File: src/rtl/status_cond_pkg.sv
// Package: shared types and constants for the masked status condition evaluator.
// Assumes three selectors whose indices are fixed by the engine's command decoding.
package status_cond_pkg;
    localparam int NUM_SEL   = 3;
    localparam int SEL_IDX_W = 2;
    localparam int IDX_IRQ   = 0;
    localparam int IDX_BR    = 1;
    localparam int IDX_WAIT  = 2;

    typedef enum logic [1:0] {
        POL_NEVER    = 2'd0,
        POL_IF_TRUE  = 2'd1,
        POL_IF_FALSE = 2'd2,
        POL_ALWAYS   = 2'd3
    } policy_e;
endpackage

File: src/rtl/sel_reg.sv
// sel_reg: holds one mask/value selector pair.
// It loads both fields on a write addressed to its own index and keeps them otherwise.
// Assumes a synchronous active-low reset; the reset state is all zeros.
module sel_reg #(
    parameter int STAT_W = 8,
    parameter int IDX_W  = 2,
    parameter int MY_IDX = 0
) (
    input  logic              clk,
    input  logic              rst_n,
    input  logic              we,
    input  logic [IDX_W-1:0]  idx,
    input  logic [STAT_W-1:0] mask_in,
    input  logic [STAT_W-1:0] value_in,
    output logic [STAT_W-1:0] mask_q,
    output logic [STAT_W-1:0] value_q
);
    localparam logic [IDX_W-1:0] HIT_IDX = IDX_W'(MY_IDX);

    logic hit;
    assign hit = we && (idx == HIT_IDX);

    // Purpose: store the selector fields on an addressed write.
    always_ff @(posedge clk) begin
        if (!rst_n) begin
            mask_q  <= '0;
            value_q <= '0;
        end else if (hit) begin
            mask_q  <= mask_in;
            value_q <= value_in;
        end
    end

    // an addressed write lands on the next edge
    p_write_lands_r7: assert property (@(posedge clk) disable iff (!rst_n)
        (we && idx == HIT_IDX) |=> (mask_q == $past(mask_in) && value_q == $past(value_in)));

    // any other write, or no write, leaves the fields alone
    p_hold_other_r6: assert property (@(posedge clk) disable iff (!rst_n)
        !(we && idx == HIT_IDX) |=> ($stable(mask_q) && $stable(value_q)));
endmodule

File: src/rtl/sel_match.sv
// sel_match: tests the status field against one selector.
// The result is true when the masked status equals the stored value.
// Assumes value bits outside the mask are not cleared, so they block a match.
module sel_match #(
    parameter int STAT_W = 8
) (
    input  logic [STAT_W-1:0] status,
    input  logic [STAT_W-1:0] mask,
    input  logic [STAT_W-1:0] value,
    output logic              cond
);
    // Purpose: compare the masked status with the value.
    always_comb begin
        cond = ((status & mask) == value);
    end
endmodule

File: src/rtl/sel_policy.sv
// sel_policy: qualifies one condition with a four-way policy code.
// Assumes the code is stable for as long as the command that supplies it is current.
module sel_policy
    import status_cond_pkg::*;
(
    input  logic    clk,
    input  logic    rst_n,
    input  policy_e policy,
    input  logic    cond,
    output logic    take
);
    // Purpose: map the policy and the condition to the decision.
    always_comb begin
        unique case (policy)
            POL_NEVER:    take = 1'b0;
            POL_IF_TRUE:  take = cond;
            POL_IF_FALSE: take = !cond;
            POL_ALWAYS:   take = 1'b1;
            default:      take = 1'b0;
        endcase
    end

    // never means never
    p_never_quiet_r2: assert property (@(posedge clk) disable iff (!rst_n)
        (policy == POL_NEVER) |-> !take);

    // always means always
    p_always_fires_r3: assert property (@(posedge clk) disable iff (!rst_n)
        (policy == POL_ALWAYS) |-> take);

    // the conditional codes follow the condition in opposite senses
    p_cond_sense_r4: assert property (@(posedge clk) disable iff (!rst_n)
        (policy == POL_IF_TRUE || policy == POL_IF_FALSE)
            |-> (take == (cond ^ (policy == POL_IF_FALSE))));
endmodule

File: src/rtl/status_cond_eval.sv
// status_cond_eval: three mask/value selectors (interrupt, branch, wait).
// Each is matched against the device status field and qualified by a policy code.
// Assumes the status field and the policy codes come from the running command and are live.
module status_cond_eval
    import status_cond_pkg::*;
#(
    parameter int STAT_W = 8
) (
    input  logic                 clk,
    input  logic                 rst_n,
    input  logic                 cfg_we,
    input  logic [SEL_IDX_W-1:0] cfg_idx,
    input  logic [STAT_W-1:0]    cfg_mask,
    input  logic [STAT_W-1:0]    cfg_value,
    input  logic [STAT_W-1:0]    dev_status,
    input  logic [1:0]           irq_policy,
    input  logic [1:0]           br_policy,
    input  logic [1:0]           wait_policy,
    output logic                 irq_take,
    output logic                 br_take,
    output logic                 wait_hold
);
    logic [STAT_W-1:0] mask_arr  [NUM_SEL];
    logic [STAT_W-1:0] value_arr [NUM_SEL];
    logic [1:0]        pol_arr   [NUM_SEL];
    logic              cond_arr  [NUM_SEL];
    logic              take_arr  [NUM_SEL];

    // Purpose: gather the per-selector policy codes in index order.
    always_comb begin
        pol_arr[IDX_IRQ]  = irq_policy;
        pol_arr[IDX_BR]   = br_policy;
        pol_arr[IDX_WAIT] = wait_policy;
    end

    for (genvar g = 0; g < NUM_SEL; g++) begin : g_sel
        sel_reg #(
            .STAT_W (STAT_W),
            .IDX_W  (SEL_IDX_W),
            .MY_IDX (g)
        ) i_reg (
            .clk      (clk),
            .rst_n    (rst_n),
            .we       (cfg_we),
            .idx      (cfg_idx),
            .mask_in  (cfg_mask),
            .value_in (cfg_value),
            .mask_q   (mask_arr[g]),
            .value_q  (value_arr[g])
        );

        sel_match #(
            .STAT_W (STAT_W)
        ) i_match (
            .status (dev_status),
            .mask   (mask_arr[g]),
            .value  (value_arr[g]),
            .cond   (cond_arr[g])
        );

        sel_policy i_pol (
            .clk    (clk),
            .rst_n  (rst_n),
            .policy (policy_e'(pol_arr[g])),
            .cond   (cond_arr[g]),
            .take   (take_arr[g])
        );
    end

    // Purpose: route the qualified decisions to the named outputs.
    always_comb begin
        irq_take  = take_arr[IDX_IRQ];
        br_take   = take_arr[IDX_BR];
        wait_hold = take_arr[IDX_WAIT];
    end
endmodule

File: config.mk
export PLATFORM = sky130hd
export DESIGN_NAME = status_cond_eval
export DESIGN_NICKNAME = d
export VERILOG_FILES = /design/src/rtl/status_cond_pkg.sv /design/src/rtl/sel_reg.sv /design/src/rtl/sel_match.sv /design/src/rtl/sel_policy.sv /design/src/rtl/status_cond_eval.sv
export SDC_FILE = /design/constraint.sdc
export NUM_CORES = 1
export LEC_CHECK = 0
export BUFFER_PORTS_ARGS = -buffer_cell sky130_fd_sc_hd__buf_2
export CORE_ASPECT_RATIO = 1.1
export CORE_MARGIN = 4
export CORE_UTILIZATION = 29
export CTS_CLUSTER_DIAMETER = 40
export CTS_CLUSTER_SIZE = 10
export DETAILED_ROUTE_END_ITERATION = 10
export PLACE_DENSITY = 0.45
export SETUP_SLACK_MARGIN = 0.02
export SYNTH_ARGS = -nofsm -noshare
export SYNTH_HDL_FRONTEND = slang
export SYNTH_HIERARCHICAL = 1
export SYNTH_SLANG_ARGS = --single-unit
File: constraint.sdc
create_clock -name clk -period 1.45 [get_ports clk]
set_clock_uncertainty 0.05 [all_clocks]
set_input_delay 0.145 -clock clk [delete_from_list [all_inputs] [get_ports clk]]
set_output_delay 0.145 -clock clk [all_outputs]
set_load 0.005 [all_outputs]
# Yosys cells after proc, flatten, opt, wreduce, memory -nomap -nowiden
# Index checks and enable logic that the tools add are counted.
# word_totals
word_cells,36
output_inout_bits,3
ff_bits,48
# op_classes
n_bitwise,3
n_eq_ne,14
muxes,3
reduce_logical,10
# op_table
cell,n
8-bit bitwise AND,3
8-bit == test,3
2-bit == test (second input constant),7
1-bit case mux with 4 select lines,3
2-bit by 1-bit == test with 1-bit output (second input constant),4
2-bit logical NOT,4
1-bit logical AND,3
1-bit logical NOT,3

# Depth between registers and ports, before layout
# Gate-level depths: netlist (run 1).
# depth
ltp_word,4
depth_mapped,4
mapped_depth_nobuf,4

# By module
# The synthesis (run 1) kept the hierarchy.
# modules_own_cells
mod,cells_per_inst,seq_area_each_um2,area_per_inst_um2,instances
sel_reg (g_sel[1].i_reg ...),70,320.3,654.4,2
sel_reg (g_sel[0].i_reg),70,320.3,658.1,1
sel_match,21,0.0,153.9,3
sel_policy,1,0.0,15.0,3

# Least setup slack after synthesis (run 1)
# OpenSTA, ideal clock, no wires.
# synth_timing
path_type,register to output
from,reg g_sel[1].i_reg.value_q[3]
to,out br_take
required_time_ns,1.255
setup_slack_ns,0.102
stages_incl_launch_ff,5
arrival_time_ns,1.153
path_cell_list,dfxtp_1 and3b_2 a211oi_2 and4b_1 mux2_4
# synth_lines
item,line_no,source
from (decl),sel_reg.sv:16,output logic [STAT_W-1:0] value_q
from (signal assigned),sel_reg.sv:30,value_q <= value_in;
to (decl),status_cond_eval.sv:20,"output logic br_take,"

==> results of run 1 <==
## sequential cells by signal, summed over array words and instances (netlist names)
name / flops
g_sel.i_reg/mask_q: 24
g_sel.i_reg/value_q: 24
## power by group through the flow
| stage | clock [mW] | sequential [mW] | combinational (mW) |
|---|---|---|---|
| 6_report | 0.827 | 1.40 | 0.418 |
| 5_1_grt | 0.925 | 1.41 | 0.461 |
| 4_1_cts | 0.872 | 1.40 | 0.419 |
| 3_5_place_dp | 0 | 1.43 | 0.406 |
| 3_3_place_gp | 0 | 1.43 | 0.402 |
| 2_1_floorplan | 0 | 1.42 | 0.253 |
## cell usage in the layout, fill, tap and decap left out
cell and count:
buf_6 3, mux2i_1 48, o22ai_1 3, dfxtp_2 12, and3b_2 3, a21o_1 6, o22a_1 3, clkbuf_1 2
buf_2 34, dfxtp_1 36, nand2_1 96, a21oi_1 12, and3_1 12, nor3b_4 1, a211oi_2 6, and3b_1 5
mux2_4 3, and4b_1 3, clkbuf_8 6, nand3_1 6, a21boi_0 6, buf_12 6
## layer usage
layer	wire (µm)	vias to the layer above	track usage [%]
li1	-	1024	-
met1	2760	859	15.6
met2	2680	29	18.9
met3	183	6	2.38
met4	87	0	3.96
met5	0	-	0
## final cells by class
| class | instances | area (µm²) |
|---|---|---|
| Fill cell | 890 | 5450 |
| Multi-Input combinational cell | 213 | 1380 |
| Sequential cell | 48 | 976 |
| Timing Repair Buffer | 43 | 324 |
| Tap cell | 111 | 139 |
| Clock buffer | 8 | 90.1 |
## worst max-delay path, stage by stage, from the launching register on
cell      delay [ns]
dfxtp_2         0.35
and3b_2         0.21
a211oi_2        0.18
and4b_1         0.28
mux2_4          0.31
buf_6           0.11
## cells by family after synthesis
family	Yosys count	share of synthesized area, %
DFF	48	38.8
buffers and inverters	15	5.46
AOI/OAI and AO/OA	36	10.9
muxes	51	21.2
and+or+nand+nor	126	23.5
## stage by stage
step           area, µm²  power [mW]
2_1_floorplan       2470        1.67
4_1_cts             2900        2.69
6_report            2910        2.64
3_5_place_dp        2790        1.83
5_1_grt             2910        2.79
3_3_place_gp        2790        1.83
## final timing paths
check,slack [ns],startpoint,depth (start not counted),to
setup / recovery,-0.49,g_sel[0].i_reg/value_q[3]$_SDFFE_PN0P_,5,irq_take
hold / removal,0.05,cfg_value[4],3,g_sel[2].i_reg/value_q[4]$_SDFFE_PN0P_
setup reg to reg,0.78,g_sel[2].i_reg/mask_q[0]$_SDFFE_PN0P_,2,g_sel[2].i_reg/mask_q[0]$_SDFFE_PN0P_
hold reg to reg,0.41,g_sel[2].i_reg/mask_q[4]$_SDFFE_PN0P_,2,g_sel[2].i_reg/mask_q[4]$_SDFFE_PN0P_
## what timing repair did
item                                    in CTS  in global routing
endpoints found under the setup margin       3                  3
gates resized for setup                     11                  4
pin swaps                                    2                  2
==> reports/qor.csv, run 1 <==
metric,value,unit
synth_area_leaders,"dfxtp_1, mux2i_1, nand2_1",
drc,0,
min_period,1.94,ns
cts_tree,done,
finalCritPeriodShare,134,%
antenna_left,0,
gp_congestion,0.702,
wirelength,5710,µm
cts_buffers,5,
final_cells,423,
core_area,0.00836,mm²
synth_edf_count,0,
cts.hold.buffers_added,0,
ir_drop,0.405,mV
dominantRegCellSynth,dfxtp_1,
synth_top_area_share,38.8,%
place_hpwl,4250,µm
status,"complete, but fails checks",
powerDensity,908,mW/mm²
seq_area_frac_synth,38.8,%
crit_type,reg -> out,
antenna_cells,0,
clkPwrFrac,31.3,%
synth_most_common_cell,nand2_1,
internal-power,1.97,mW
final_util,34.8,%
setup_slack,-0.490,ns
insertion_delay,0.30,ns
yosys_warnings,6,
ys_top_cells_by_count,"nand2_1, dfxtp_1, mux2i_1",
crit_path_start_kind,flop,
dieArea,0.0101,mm²
initial_utilization,29.6,%
wl_per_cell,13.5,µm
end_kind,output pin,
post-place-ws,-0.211,ns
p_switching,0.673,mW
grt_max_degree,34,
clockBufferDepth,2,
ys_types,20,
dp_cells,415,
grtUsageTotal,11.8,%
p_leak,1.21,nW
maxCapViolations,0,
num_rows,35,
root_buffer,clkbuf_8,
ios,38,
antenna_found_initial,0,
relSlewSlack,76.5,%
ys_ff_latch,48,
syn_inst,276,
firstDrtPassIters,4,
grt-ovfl-total,0,
fmax,515,MHz
rsz0062_at_grt,true,
synth_async_sr_flop_share,0,%
syn_area,0.00247,mm²
violations,negative setup slack,
chipWidth,96.1,µm
die-height,105,µm
via_count,1918,
seq_power_share,52.9,%
nNetsFinal,346,
htree_levels,2,
worst_pin_slew,0.352,ns
path_max_fanout,3,
p_comb_share,15.8,%
power.share.switching,25.5,%
grt_pass1_wl,9180,µm
synth.avg_cell_area,8.96,µm²
post_cts_buffers,0,
timing.setup.tns,-1.44,ns
synth_fp_nets,311,
drive_above_1_share,23.7,%
synth_area_leader_cell,dfxtp_1,
area_growth,17.8,%
finalSetupViolCount,3,
grt_pass1_vias,1800,
hold_viol_final,0,
viasPerCell,4.53,
min_path_type,in -> reg,
portBuffers,37,
drtIter0Drc,49,
cts.clk_slew.worst_paths,0.09,ns
slew_violations,0,
worstPathArrival,1.75,ns
required,1.25,ns
whs,0.0525,ns
clock_sinks,48,
Power figures use the tool's default switching activity.
==> run 2, diff against run 1 <==
Clock period 1.45 ns to 2.4 ns, I/O delays scaled along.
==> run 2 against run 1 <==
Against the previous run:
- the run now ends clean
- cell count is 0.47% lower
- total power down 35%
- final area shrank 2.6%
- non-clock buffer count down 2
- clock power decreased by 22%
- register-to-register slack gained 0.93 ns
- first-iteration DRC count is 45% higher
- hold slack better by 0.10 ns
- combinational power down 46%
- critical endpoint is now br_take
- largest cell class unchanged
==> reports/qor.csv, run 2 (synthesis results as in run 1) <==
metric,value,unit,change
place_hpwl,4040,µm,-5.1%
initial_utilization,29.6,%,unchanged
clkPwrFrac,37.6,%,+6.3 points
cp_num_buf_inv,1,,unchanged
powerDensity,605,mW/mm²,-33%
clockBufferDepth,2,,unchanged
clock_sinks,48,,unchanged
area_growth,14.7,%,
required,2.11,ns,+0.86 ns
critPathMaxStageDelay,0.35,ns,about the same
hold_viol_final,0,,unchanged
nNetsFinal,344,,-0.58%
setup_slack,0.386,ns,+0.876 ns
end_kind,output pin,,
crit_slowest_cell,dfxtp_1,,
layout_common_cells,"nand2_1, mux2i_1, dfxtp_1",,
p_comb_share,13.2,%,-2.6 points
total_power,1.72,mW,-35%
seq_power_share,49.2,%,-3.7 points
crit_path_start_kind,flop,,
cts_buffers,5,,unchanged
worstPathArrival,1.72,ns,-0.03 ns
ir_drop,0.349,mV,-14%
antenna_found_initial,0,,unchanged
grtUsageTotal,11.6,%,-0.24 points
timing.setup.tns,0,ns,+1.44 ns
whs,0.153,ns,+0.100 ns
p_leak,1.19,nW,-1.8%
grt-ovfl-total,0,,unchanged
p_switching,0.415,mW,-38%
path_cells,"and3b_2, a211oi_2, and4b_1, mux2_4, buf_2",,
post_cts_buffers,0,,unchanged
fmax,496,MHz,
wirelength,5710,µm,about the same
rsz0062_at_grt,false,,
dieArea,0.0101,mm²,unchanged
status,"finished, final reports clean",,
cts_tree,done,,
min_period,2.01,ns,
grt_pass1_vias,1775,,-1.4%
power.share.switching,24.2,%,-1.3 points
finalSetupViolCount,0,,-3
portBuffers,37,,unchanged
internal-power,1.30,mW,-34%
min_path_type,in -> reg,,
antenna_cells,0,,unchanged
critical_path.top_delay_family,simple AND/OR/NAND/NOR gates,,
htree_levels,2,,unchanged
final_area,0.00284,mm²,-2.6%
path_max_fanout,3,,unchanged
grt_pass1_wl,8990,µm,-2.0%
chipWidth,96.1,µm,unchanged
ios,38,,unchanged
crit_type,reg -> out,,
viasPerCell,4.59,,+1.3%
post-place-ws,0.638,ns,+0.848 ns
slew_violations,0,,unchanged
wl_per_cell,13.6,µm,+0.55%
drtIter0Drc,71,,+45%
top_regs,"g_sel.i_reg/mask_q: 24 flops, g_sel.i_reg/value_q: 24 flops",,
maxCapViolations,0,,unchanged
grt_max_degree,97,,+190%
insertion_delay,0.30,ns,about the same
gp_congestion,0.701,,about the same
core_area,0.00836,mm²,unchanged
cts.hold.buffers_added,0,,unchanged
via_count,1934,,+0.83%
finalCritPeriodShare,83.9,%,
antenna_left,0,,unchanged
place_area,0.00271,mm²,-2.8%
cts.clk_slew.worst_paths,0.10,ns,about the same
relSlewSlack,74.6,%,-1.9 points
die-height,105,µm,unchanged
final_common_cell,nand2_1,,
num_rows,35,,unchanged
drc,0,,unchanged
firstDrtPassIters,4,,unchanged
post_cts_resize_count,0,,-11
root_buffer,clkbuf_8,,
drive_above_1_share,20.0,%,-3.7 points
worst_pin_slew,0.381,ns,+0.0290 ns
## run 2: worst min-delay path, stage by stage
cell and delay, ns:
buf_2 0.12, nand2_1 0.05, mux2i_1 0.05
## run 2: final cells by class
class	instances	area [µm²]
clock buffers	7	96.3
clock inverters	1	30.0
fillers	867	5530
multi-input cells	213	1380
flip-flops and latches	48	961
well taps	111	139
repair buffers	41	228
## run 2: path summary, 6_finish.rpt
check                                               from                                      to  slack [ns]  cells past startpoint
hold reg to reg   g_sel[0].i_reg/value_q[4]$_SDFFE_PN0P_  g_sel[0].i_reg/value_q[4]$_SDFFE_PN0P_        0.42                      2
hold / removal                              cfg_value[2]  g_sel[0].i_reg/value_q[2]$_SDFFE_PN0P_        0.15                      3
setup reg to reg  g_sel[2].i_reg/value_q[2]$_SDFFE_PN0P_  g_sel[2].i_reg/value_q[2]$_SDFFE_PN0P_        1.71                      2
setup / recovery  g_sel[1].i_reg/value_q[3]$_SDFFE_PN0P_                                 br_take        0.39                      5
## run 2: per-stage QoR
step	instances	util [%]
detailed placement	413	32.4
finish	421	33.9
global route	421	33.9
floorplan	276	-
global placement	413	32.4
CTS	421	33.9
## run 2: power groups by stage
stage | Clock [mW] | Sequential (mW) | Combinational (mW)
after floorplan | 0 | 0.856 | 0.153
after global placement | 0 | 0.862 | 0.228
after detailed placement | 0 | 0.863 | 0.230
after CTS | 0.669 | 0.844 | 0.231
after global routing | 0.704 | 0.849 | 0.252
final | 0.645 | 0.844 | 0.227
## run 2: per-layer routing
layer  wire [µm]  track usage [%]
met5           0                0
met4          37             3.05
met3         207             2.45
met2        2650             18.1
met1        2810             16.0
